`src/rtl/rdv_pkg.sv`:
```
package rdv_pkg;
  typedef enum logic [1:0] {
    OUT_REPLY = 2'd0,
    OUT_HELD  = 2'd1,
    OUT_PULL  = 2'd2
  } rdv_out_e;

  typedef enum logic [1:0] {
    PST_QUEUED  = 2'd0,
    PST_MATCHED = 2'd1,
    PST_BUSY    = 2'd2
  } rdv_post_e;
endpackage

```
`src/rtl/rdv_table.sv`:
```
module rdv_table #(
  parameter int EW    = 8,
  parameter int DEPTH = 8,
  localparam int IW   = $clog2(DEPTH),
  localparam int CW   = $clog2(DEPTH + 1)
) (
  input  logic          clk,
  input  logic          rst_n,
  input  logic          push,
  input  logic [EW-1:0] push_data,
  input  logic          pop,
  input  logic [IW-1:0] pop_idx,
  output logic [EW-1:0] ent [DEPTH],
  output logic [CW-1:0] count,
  output logic          full
);
  logic [EW-1:0] mem [DEPTH];

  assign full = (count == CW'(DEPTH));

  always_ff @(posedge clk) begin
    if (!rst_n) begin
      count <= '0;
      for (int i = 0; i < DEPTH; i++) mem[i] <= '0;
    end else if (pop) begin
      // compact: entries above the freed slot move down, age order kept
      for (int i = 0; i < DEPTH - 1; i++)
        if (IW'(i) >= pop_idx) mem[i] <= mem[i + 1];
      mem[DEPTH-1] <= '0;
      count <= count - CW'(1);
    end else if (push) begin
      for (int i = 0; i < DEPTH; i++)
        if (CW'(i) == count) mem[i] <= push_data;
      count <= count + CW'(1);
    end
  end

  always_comb
    for (int i = 0; i < DEPTH; i++) ent[i] = mem[i];

  p_no_overflow_r7: assert property (@(posedge clk) disable iff (!rst_n)
    push |-> !full);
  p_one_op_r8: assert property (@(posedge clk) disable iff (!rst_n)
    !(push && pop));
  p_pop_live_r9: assert property (@(posedge clk) disable iff (!rst_n)
    pop |-> (CW'(pop_idx) < count));
  p_count_up_r2: assert property (@(posedge clk) disable iff (!rst_n)
    push |=> (count == $past(count) + CW'(1)));
  p_count_down_r9: assert property (@(posedge clk) disable iff (!rst_n)
    pop |=> (count == $past(count) - CW'(1)));
endmodule

```
`src/rtl/rdv_pick.sv`:
```
module rdv_pick #(
  parameter int DEPTH = 8,
  localparam int IW   = $clog2(DEPTH)
) (
  input  logic             clk,
  input  logic             rst_n,
  input  logic [DEPTH-1:0] hit,
  output logic             found,
  output logic [IW-1:0]    idx
);
  logic [DEPTH-1:0] below;

  always_comb begin
    found = |hit;
    idx   = '0;
    for (int i = DEPTH - 1; i >= 0; i--)
      if (hit[i]) idx = IW'(i);
  end

  assign below = hit & ((DEPTH'(1) << idx) - DEPTH'(1));

  p_oldest_first_r6: assert property (@(posedge clk) disable iff (!rst_n)
    found |-> (hit[idx] && below == '0));
endmodule

```
`src/rtl/rdv_engine.sv`:
```
module rdv_engine
  import rdv_pkg::*;
#(
  parameter int DEPTH  = 8,
  parameter int SRC_W  = 4,
  parameter int TAG_W  = 8,
  parameter int ADDR_W = 16,
  parameter int LEN_W  = 12
) (
  input  logic              clk,
  input  logic              rst_n,
  input  logic              post_valid,
  input  logic              post_wild,
  input  logic [SRC_W-1:0]  post_src,
  input  logic [TAG_W-1:0]  post_tag,
  input  logic [ADDR_W-1:0] post_addr,
  output logic              post_done,
  output logic [1:0]        post_code,
  input  logic              sr_valid,
  input  logic [SRC_W-1:0]  sr_src,
  input  logic [TAG_W-1:0]  sr_tag,
  input  logic [LEN_W-1:0]  sr_len,
  output logic              sr_busy,
  output logic              out_valid,
  output logic [1:0]        out_code,
  output logic [SRC_W-1:0]  out_node,
  output logic [TAG_W-1:0]  out_tag,
  output logic [ADDR_W-1:0] out_addr,
  output logic [LEN_W-1:0]  out_len
);
  localparam int IW = $clog2(DEPTH);
  localparam int CW = $clog2(DEPTH + 1);

  typedef struct packed {
    logic              wild;
    logic [SRC_W-1:0]  src;
    logic [TAG_W-1:0]  tag;
    logic [ADDR_W-1:0] addr;
  } rx_t;

  typedef struct packed {
    logic [SRC_W-1:0] src;
    logic [TAG_W-1:0] tag;
    logic [LEN_W-1:0] len;
  } pd_t;

  localparam int RX_W = $bits(rx_t);
  localparam int PD_W = $bits(pd_t);

  function automatic logic key_eq(input logic any_src,
                                  input logic [SRC_W-1:0] sa, input logic [SRC_W-1:0] sb,
                                  input logic [TAG_W-1:0] ta, input logic [TAG_W-1:0] tb);
    return (ta == tb) && (any_src || sa == sb);
  endfunction

  logic [RX_W-1:0]  rx_raw [DEPTH];
  logic [PD_W-1:0]  pd_raw [DEPTH];
  rx_t              rx_e   [DEPTH];
  pd_t              pd_e   [DEPTH];
  logic [CW-1:0]    rx_cnt, pd_cnt;
  logic             rx_full, pd_full;
  logic [DEPTH-1:0] rx_hit, pd_hit;
  logic             rx_found, pd_found;
  logic [IW-1:0]    rx_idx, pd_idx;

  // named events, brought out for the assertions
  logic sr_take, ev_reply, ev_hold, ev_sr_busy;
  logic ev_pull, ev_queue, ev_post_busy;

  for (genvar i = 0; i < DEPTH; i++) begin : g_view
    assign rx_e[i]   = rx_t'(rx_raw[i]);
    assign pd_e[i]   = pd_t'(pd_raw[i]);
    assign rx_hit[i] = (CW'(i) < rx_cnt) &&
                       key_eq(rx_e[i].wild, rx_e[i].src, sr_src, rx_e[i].tag, sr_tag);
    assign pd_hit[i] = (CW'(i) < pd_cnt) &&
                       key_eq(post_wild, pd_e[i].src, post_src, pd_e[i].tag, post_tag);
  end

  rdv_pick #(.DEPTH(DEPTH)) u_rx_pick (
    .clk(clk), .rst_n(rst_n), .hit(rx_hit), .found(rx_found), .idx(rx_idx));
  rdv_pick #(.DEPTH(DEPTH)) u_pd_pick (
    .clk(clk), .rst_n(rst_n), .hit(pd_hit), .found(pd_found), .idx(pd_idx));

  assign sr_take      = sr_valid && !post_valid;
  assign ev_reply     = sr_take && rx_found;
  assign ev_hold      = sr_take && !rx_found && !pd_full;
  assign ev_sr_busy   = sr_valid && (post_valid || (!rx_found && pd_full));
  assign ev_pull      = post_valid && pd_found;
  assign ev_queue     = post_valid && !pd_found && !rx_full;
  assign ev_post_busy = post_valid && !pd_found && rx_full;

  rdv_table #(.EW(RX_W), .DEPTH(DEPTH)) u_rx_tab (
    .clk(clk), .rst_n(rst_n),
    .push(ev_queue), .push_data({post_wild, post_src, post_tag, post_addr}),
    .pop(ev_reply), .pop_idx(rx_idx),
    .ent(rx_raw), .count(rx_cnt), .full(rx_full));

  rdv_table #(.EW(PD_W), .DEPTH(DEPTH)) u_pd_tab (
    .clk(clk), .rst_n(rst_n),
    .push(ev_hold), .push_data({sr_src, sr_tag, sr_len}),
    .pop(ev_pull), .pop_idx(pd_idx),
    .ent(pd_raw), .count(pd_cnt), .full(pd_full));

  always_ff @(posedge clk) begin
    if (!rst_n) begin
      post_done <= 1'b0;
      post_code <= '0;
      sr_busy   <= 1'b0;
      out_valid <= 1'b0;
      out_code  <= '0;
      out_node  <= '0;
      out_tag   <= '0;
      out_addr  <= '0;
      out_len   <= '0;
    end else begin
      post_done <= post_valid;
      post_code <= ev_pull ? PST_MATCHED : (ev_post_busy ? PST_BUSY : PST_QUEUED);
      sr_busy   <= ev_sr_busy;
      out_valid <= ev_reply || ev_hold || ev_pull;
      if (ev_pull) begin
        out_code <= OUT_PULL;
        out_node <= pd_e[pd_idx].src;
        out_tag  <= pd_e[pd_idx].tag;
        out_addr <= post_addr;
        out_len  <= pd_e[pd_idx].len;
      end else begin
        out_code <= ev_reply ? OUT_REPLY : OUT_HELD;
        out_node <= sr_src;
        out_tag  <= sr_tag;
        out_addr <= ev_reply ? rx_e[rx_idx].addr : '0;
        out_len  <= sr_len;
      end
    end
  end

  p_clash_refused_r8: assert property (@(posedge clk) disable iff (!rst_n)
    (post_valid && sr_valid) |=> (sr_busy && post_done));
  p_pull_pairs_r3: assert property (@(posedge clk) disable iff (!rst_n)
    (out_valid && out_code == OUT_PULL) |-> (post_done && post_code == PST_MATCHED));
  p_busy_keeps_r7: assert property (@(posedge clk) disable iff (!rst_n)
    (post_done && post_code == PST_BUSY) |-> $stable(rx_cnt));
  p_held_stored_r2: assert property (@(posedge clk) disable iff (!rst_n)
    (out_valid && out_code == OUT_HELD) |-> (pd_cnt == $past(pd_cnt) + CW'(1)));
  p_reply_frees_r1: assert property (@(posedge clk) disable iff (!rst_n)
    (out_valid && out_code == OUT_REPLY) |-> (rx_cnt == $past(rx_cnt) - CW'(1)));
endmodule

```
`config.mk`:
```
export PLATFORM = sky130hd
export DESIGN_NAME = rdv_engine
export DESIGN_NICKNAME = d
export VERILOG_FILES = /design/src/rtl/rdv_pkg.sv /design/src/rtl/rdv_table.sv /design/src/rtl/rdv_pick.sv /design/src/rtl/rdv_engine.sv
export SDC_FILE = /design/constraint.sdc
export NUM_CORES = 1
export LEC_CHECK = 0
export BUFFER_PORTS_ARGS = -buffer_cell sky130_fd_sc_hd__buf_4
export CAP_MARGIN = 30
export CORE_AREA = 5 5 244 246
export DETAILED_ROUTE_END_ITERATION = 8
export DIE_AREA = 0 0 249 251
export PLACE_DENSITY = 0.58
export SYNTH_ARGS = -nofsm -noshare
export SYNTH_HDL_FRONTEND = slang
export SYNTH_SLANG_ARGS = --single-unit
export TNS_END_PERCENT = 20
```
`constraint.sdc`:
```
create_clock -name clk -period 6.4 [get_ports clk]
set_input_delay 1.28 -clock clk [delete_from_list [all_inputs] [get_ports clk]]
set_output_delay 1.28 -clock clk [all_outputs]
set_load 0.05 [all_outputs]
```
# ---- Yosys cells after proc, flatten, opt, wreduce, memory -nomap -nowiden
# Memory sizes are Yosys's and may differ from the RTL's.
# Index checks and enable logic that the tools add are counted.
dict set report word_totals {
  output_inout_bits 47
  wordCells 417
  in_bits 57
  register_bits 55
  mem_count 2
  mem_bits_rw 424
}
dict set report classes {
  muxes 210
  eq_ne 48
  order_cmp 32
  bitwise 35
  add_sub_neg 4
  reduce_logical 73
}
# memory depth width rd rd_ports_with_merged_regs wr line_no
set mem_list {}
lappend mem_list {u_rx_tab.mem 8 29 8 0 8 rdv_table.sv:17} ;# logic [EW-1:0] mem [DEPTH];
lappend mem_list {u_pd_tab.mem 8 24 8 0 8 rdv_table.sv:17}
# operator count
set op_table {}
lappend op_table {{$mux W29} 16}
lappend op_table {{$mux W24} 18}
lappend op_table {{$mux W1} 145}
lappend op_table {{$eq A8 B8 Y1} 16}
lappend op_table {{$bmux W29 S3} 1}
lappend op_table {{$bmux W24 S3} 1}
lappend op_table {{$eq A4 B4 Y1} 16}
lappend op_table {{$mux W16} 4}
lappend op_table {{$mux W3} 16}
lappend op_table {{$logic_and A1 B1 Y1} 42}
lappend op_table {{$eq A3 B4 Y1 const A} 8}
lappend op_table {{$lt A3 B4 Y1 const A} 8}
lappend op_table {{$or A1 B1 Y1} 32}
lappend op_table {{$mux W4} 5}
lappend op_table {{$logic_or A1 B1 Y1} 19}
lappend op_table {{$ge A3 B3 Y1 const A} 6}
lappend op_table {{$eq A2 B4 Y1 const A} 4}
lappend op_table {{$lt A1 B4 Y1 const A} 4}
lappend op_table {{$lt A2 B4 Y1 const A} 4}
lappend op_table {{$reduce_or A8 Y1} 2}
lappend op_table {{$ge A1 B3 Y1 const A} 4}
lappend op_table {{$ge A2 B3 Y1 const A} 4}
lappend op_table {{$mux W12} 1}
lappend op_table {{$add A4 B1 Y4 const B} 2}
lappend op_table {{other kinds (12)} 24}

# ---- Depth between registers and ports, before layout
dict set report logic_depth {
  word_depth 19
  mapped_depth 15
  ltp_nobuf 11
}

# ---- By module
# A second synthesis with hierarchy kept.
dict set report hier_totals {
  hier_cells 1808
  area_unflattened_um2 24531.0
}
# mod cells_each n_inst area_per_inst_um2 seq_area_each_um2
set modules_own_cells {}
lappend modules_own_cells {{rdv_table (u_rx_tab)} 606 1 9801.9 7046.8}
lappend modules_own_cells {{rdv_table (u_pd_tab)} 517 1 8191.6 5845.6}
lappend modules_own_cells {rdv_engine 659 1 6374.9 920.9}
lappend modules_own_cells {rdv_pick 13 2 81.3 0.0}

# ---- Least setup slack after synthesis
# Ideal clock, no wire load.
dict set report synth_timing {
  kind {input to register}
  from {input port sr_src[1]}
  to {memory u_pd_tab.mem[3][24] (netlist bit) (enable)}
  setup_time_ps 438
  path_stages 10
  path_buffers 2
  path_slack_ps 1207
  arrival_time_ps 4754
  t_required_ps 5962
  cell_sequence {buf_4 xnor2_1 a41o_1 nand4_1 o31ai_2 nor4_4 and3_1 buf_4 nand4_1 o21ai_0}
}
# item line_no
set synth_rtl {}
lappend synth_rtl {{from (decl)} rdv_engine.sv:20} ;# input logic [SRC_W-1:0] sr_src,
lappend synth_rtl {{to (decl)} rdv_table.sv:17}

==> results.cfg <==
[timing]
finalSetupViolCount = 0
fin_skew_ns = 0.0445
worstMarginPinSlew_ns = 1.06
fin_setup_tns_ns = 0
hold_viol_final = 0
fin_crit_ns = 4.83
rsz0062_at_grt = false
whs_ns = 0.561
fmax_ghz = 0.207
finalMaxSlewViolations = 0
max_slew_margin = 0.291
fin_crit_sh = 0.754

[yosys]
yosysTopAreaCell = edfxtp_1
syn_inst = 2056
mappedNetlistArea_um2 = 25300
synth_cell_type_count = 84
ys_async_sr_fraction = 0
synthFlopType = edfxtp_1
synth.avg_cell_area_um2 = 12.3
netlist.area_leader.share = 0.503
synth_seq_cells = 478
synth_area_leaders = edfxtp_1 50%, a22o_1 12%, xnor2_1 4.3%, dfxtp_1 4.3%, mux2i_1 3.5%
yosysSeqAreaShare = 0.546
synth_edf_count = 424
ys_warn_count = 0
synth_nets = 2121

[route]
drt_wl_total_um = 73400
first_pass_iters = 6
drc = 0
vias = 18167
antenna_left = 0
via_per_inst = 6.35
drt_iter0_markers = 1654
wire_per_inst_um = 25.7

[layout]
most-common-layout-cells = 424 x edfxtp_1, 342 x a22o_1, 157 x buf_4
drive_above_1_share = 0.151
nets = 2113
layout_commonest_cell = edfxtp_1
area_growth_pct = 11.9
multi_input_area_um2 = 10400
regArea_um2 = 13800
antenna_cells = 0
utilization = 0.496
fillers = 5039
post-route-cell-area_um2 = 28300

[place]
gp_congestion = 0.885
hpwl_um = 51900
placed_area_um2 = 26500
portBuffers = 103

[clock_network]
clock_path_buffers = 3
clk_pin_slew_ns = 0.06
clock_latency_ns = 0.63
cts_setup_buffers = 0
htree_levels = 2
post_cts_resized = 0
cts_buffers = 55
clock-sinks = 478
cts_hold_buf = 0
cts_tree = done
cts_root_buf = clkbuf_16

[grt]
grt_pass1_wl_um = 112000
met2_usage = 0.372
grt_use_met3 = 0.0335
grt-ovfl-total = 0
grt_antenna_before_repair = 0
grt_pass1_vias = 18265
top_usage_layer = met2
use_met1 = 0.309
grt_max_degree = 54
grt_usage = 0.225

[floorplan]
core_um2 = 57100
dieArea_um2 = 62500
die_h_um = 251
io_pins = 104
rows = 88
start_util = 0.443
die_w_um = 249

[worst_setup_path]
reg2reg_from = u_pd_tab.count[0]
end_kind = flip-flop
worst_path_largest_cell_delay_ns = 0.73
reg2reg_depth = 12
critPathRequiredTime_ns = 6.66
path_class = flip-flop to flip-flop
path_common_cell = buf_4
arrival_ns = 5.09
cp_max_fo = 46
cp_slowest_cell = nor4_2
critPathLaunchType = flip-flop
rrSetupSlack_ns = 1.57
rr_endpoint = u_rx_tab.mem[1][85]
cp_cell_sequence = inv_1 > ha_1 > nor2b_1 > o21ai_0 > nor4_1 > o21ai_1 > nand4bb_2 > nor4_2 > buf_4 > nand4b_4 > nand3_1 > buf_4

[hold_path]
hold_path_depth = 1
hold_class = flip-flop to flip-flop
hold_end = u_pd_tab.mem[2][10]
min_from = u_pd_tab.mem[2][34]

[pwr]
powerDensity_nw_per_um2 = 261
ir_drop_mv = 0.204
p_leak_nw = 10.1
p_total_w = 0.00740

[run]
max_cap_violations = 0

[outcome]
status = completed
-- cells by family after synthesis --
kind of cell | after synthesis | synth area share
AOI/OAI and AO/OA | 648 | 0.212
DFF | 478 | 0.546
and+or+nand+nor | 394 | 0.0873
buffers and inverters | 244 | 0.0491
xor gates and xnor gates | 196 | 0.0678
muxes | 88 | 0.0348
adders and majority gates | 8 | 0.00395
-- registers in the layout, indices dropped and copies added (netlist names), 2 cells and up --
signal          flops
u_pd_tab.mem      192
post_code           2
out_tag             8
out_addr           16
out_node            4
u_rx_tab.count      4
out_len            12
u_pd_tab.count      4
u_rx_tab.mem      232
-- critical path: cells and delay by family, from the launching register on --
kind / cells / cell delay [ns]
AOI/OAI and AO/OA: 2 / 0.58
adders and majority gates: 1 / 0.44
buffers and inverters: 3 / 0.86
DFF: 1 / 0.35
and+or+nand+nor: 6 / 2.22
-- synth_stat cells, types with 32 or more instances --
master and count:
buf_4 32, a22o_1 342, nand2_1 101, xor2_1 71, clkbuf_1 69, dfxtp_1 54, o22ai_1 49, and2_1 62
xnor2_1 125, buf_2 86, a22oi_1 33, nand3_1 58, nor2_1 36, mux2i_1 88, o21ai_0 32, edfxtp_1 424
-- power by group --
group          switching (W)  internal [W]
Sequential          0.000101       0.00354
Combinational       0.000373      0.000193
Clock                0.00132       0.00187
-- through the flow --
step	setup slack, ns	std cells
global route	1.26	2860
CTS	1.63	2859
floorplan	1.21	2056
detailed placement	1.04	2755
finish	1.57	2860
global placement	1.19	2750
-- area by class of cell --
cell class                      instances  area share
Clock inverter                         27     0.00967
Tap cell                              765      0.0338
Timing Repair Buffer                  161      0.0446
Clock buffer                           77      0.0551
Sequential cell                       478       0.488
Multi-Input combinational cell       1334       0.367
Inverter                               18     0.00238
-- layer usage --
layer	routed length [um]	up-vias
met1	31900	9158
met2	34400	805
met3	4890	143
li1	-	8061
met5	0	-
met4	2240	0
-- worst max path at each step --
stage | start | endpoint | slack, ns | cells past startpoint
floorplan | sr_src[1] | u_pd_tab.mem[3][24] | 1.21 | 10
global placement | post_tag[5] | u_rx_tab.mem[1][82] | 1.19 | 11
detailed placement | post_tag[0] | u_rx_tab.mem[1][85] | 1.04 | 11
CTS | u_pd_tab.count[0] | u_rx_tab.mem[1][85] | 1.63 | 12
global route | u_pd_tab.count[0] | u_rx_tab.mem[1][85] | 1.26 | 12
finish | u_pd_tab.count[0] | u_rx_tab.mem[1][85] | 1.57 | 12
No activity file was read; power rests on OpenSTA's default activity.
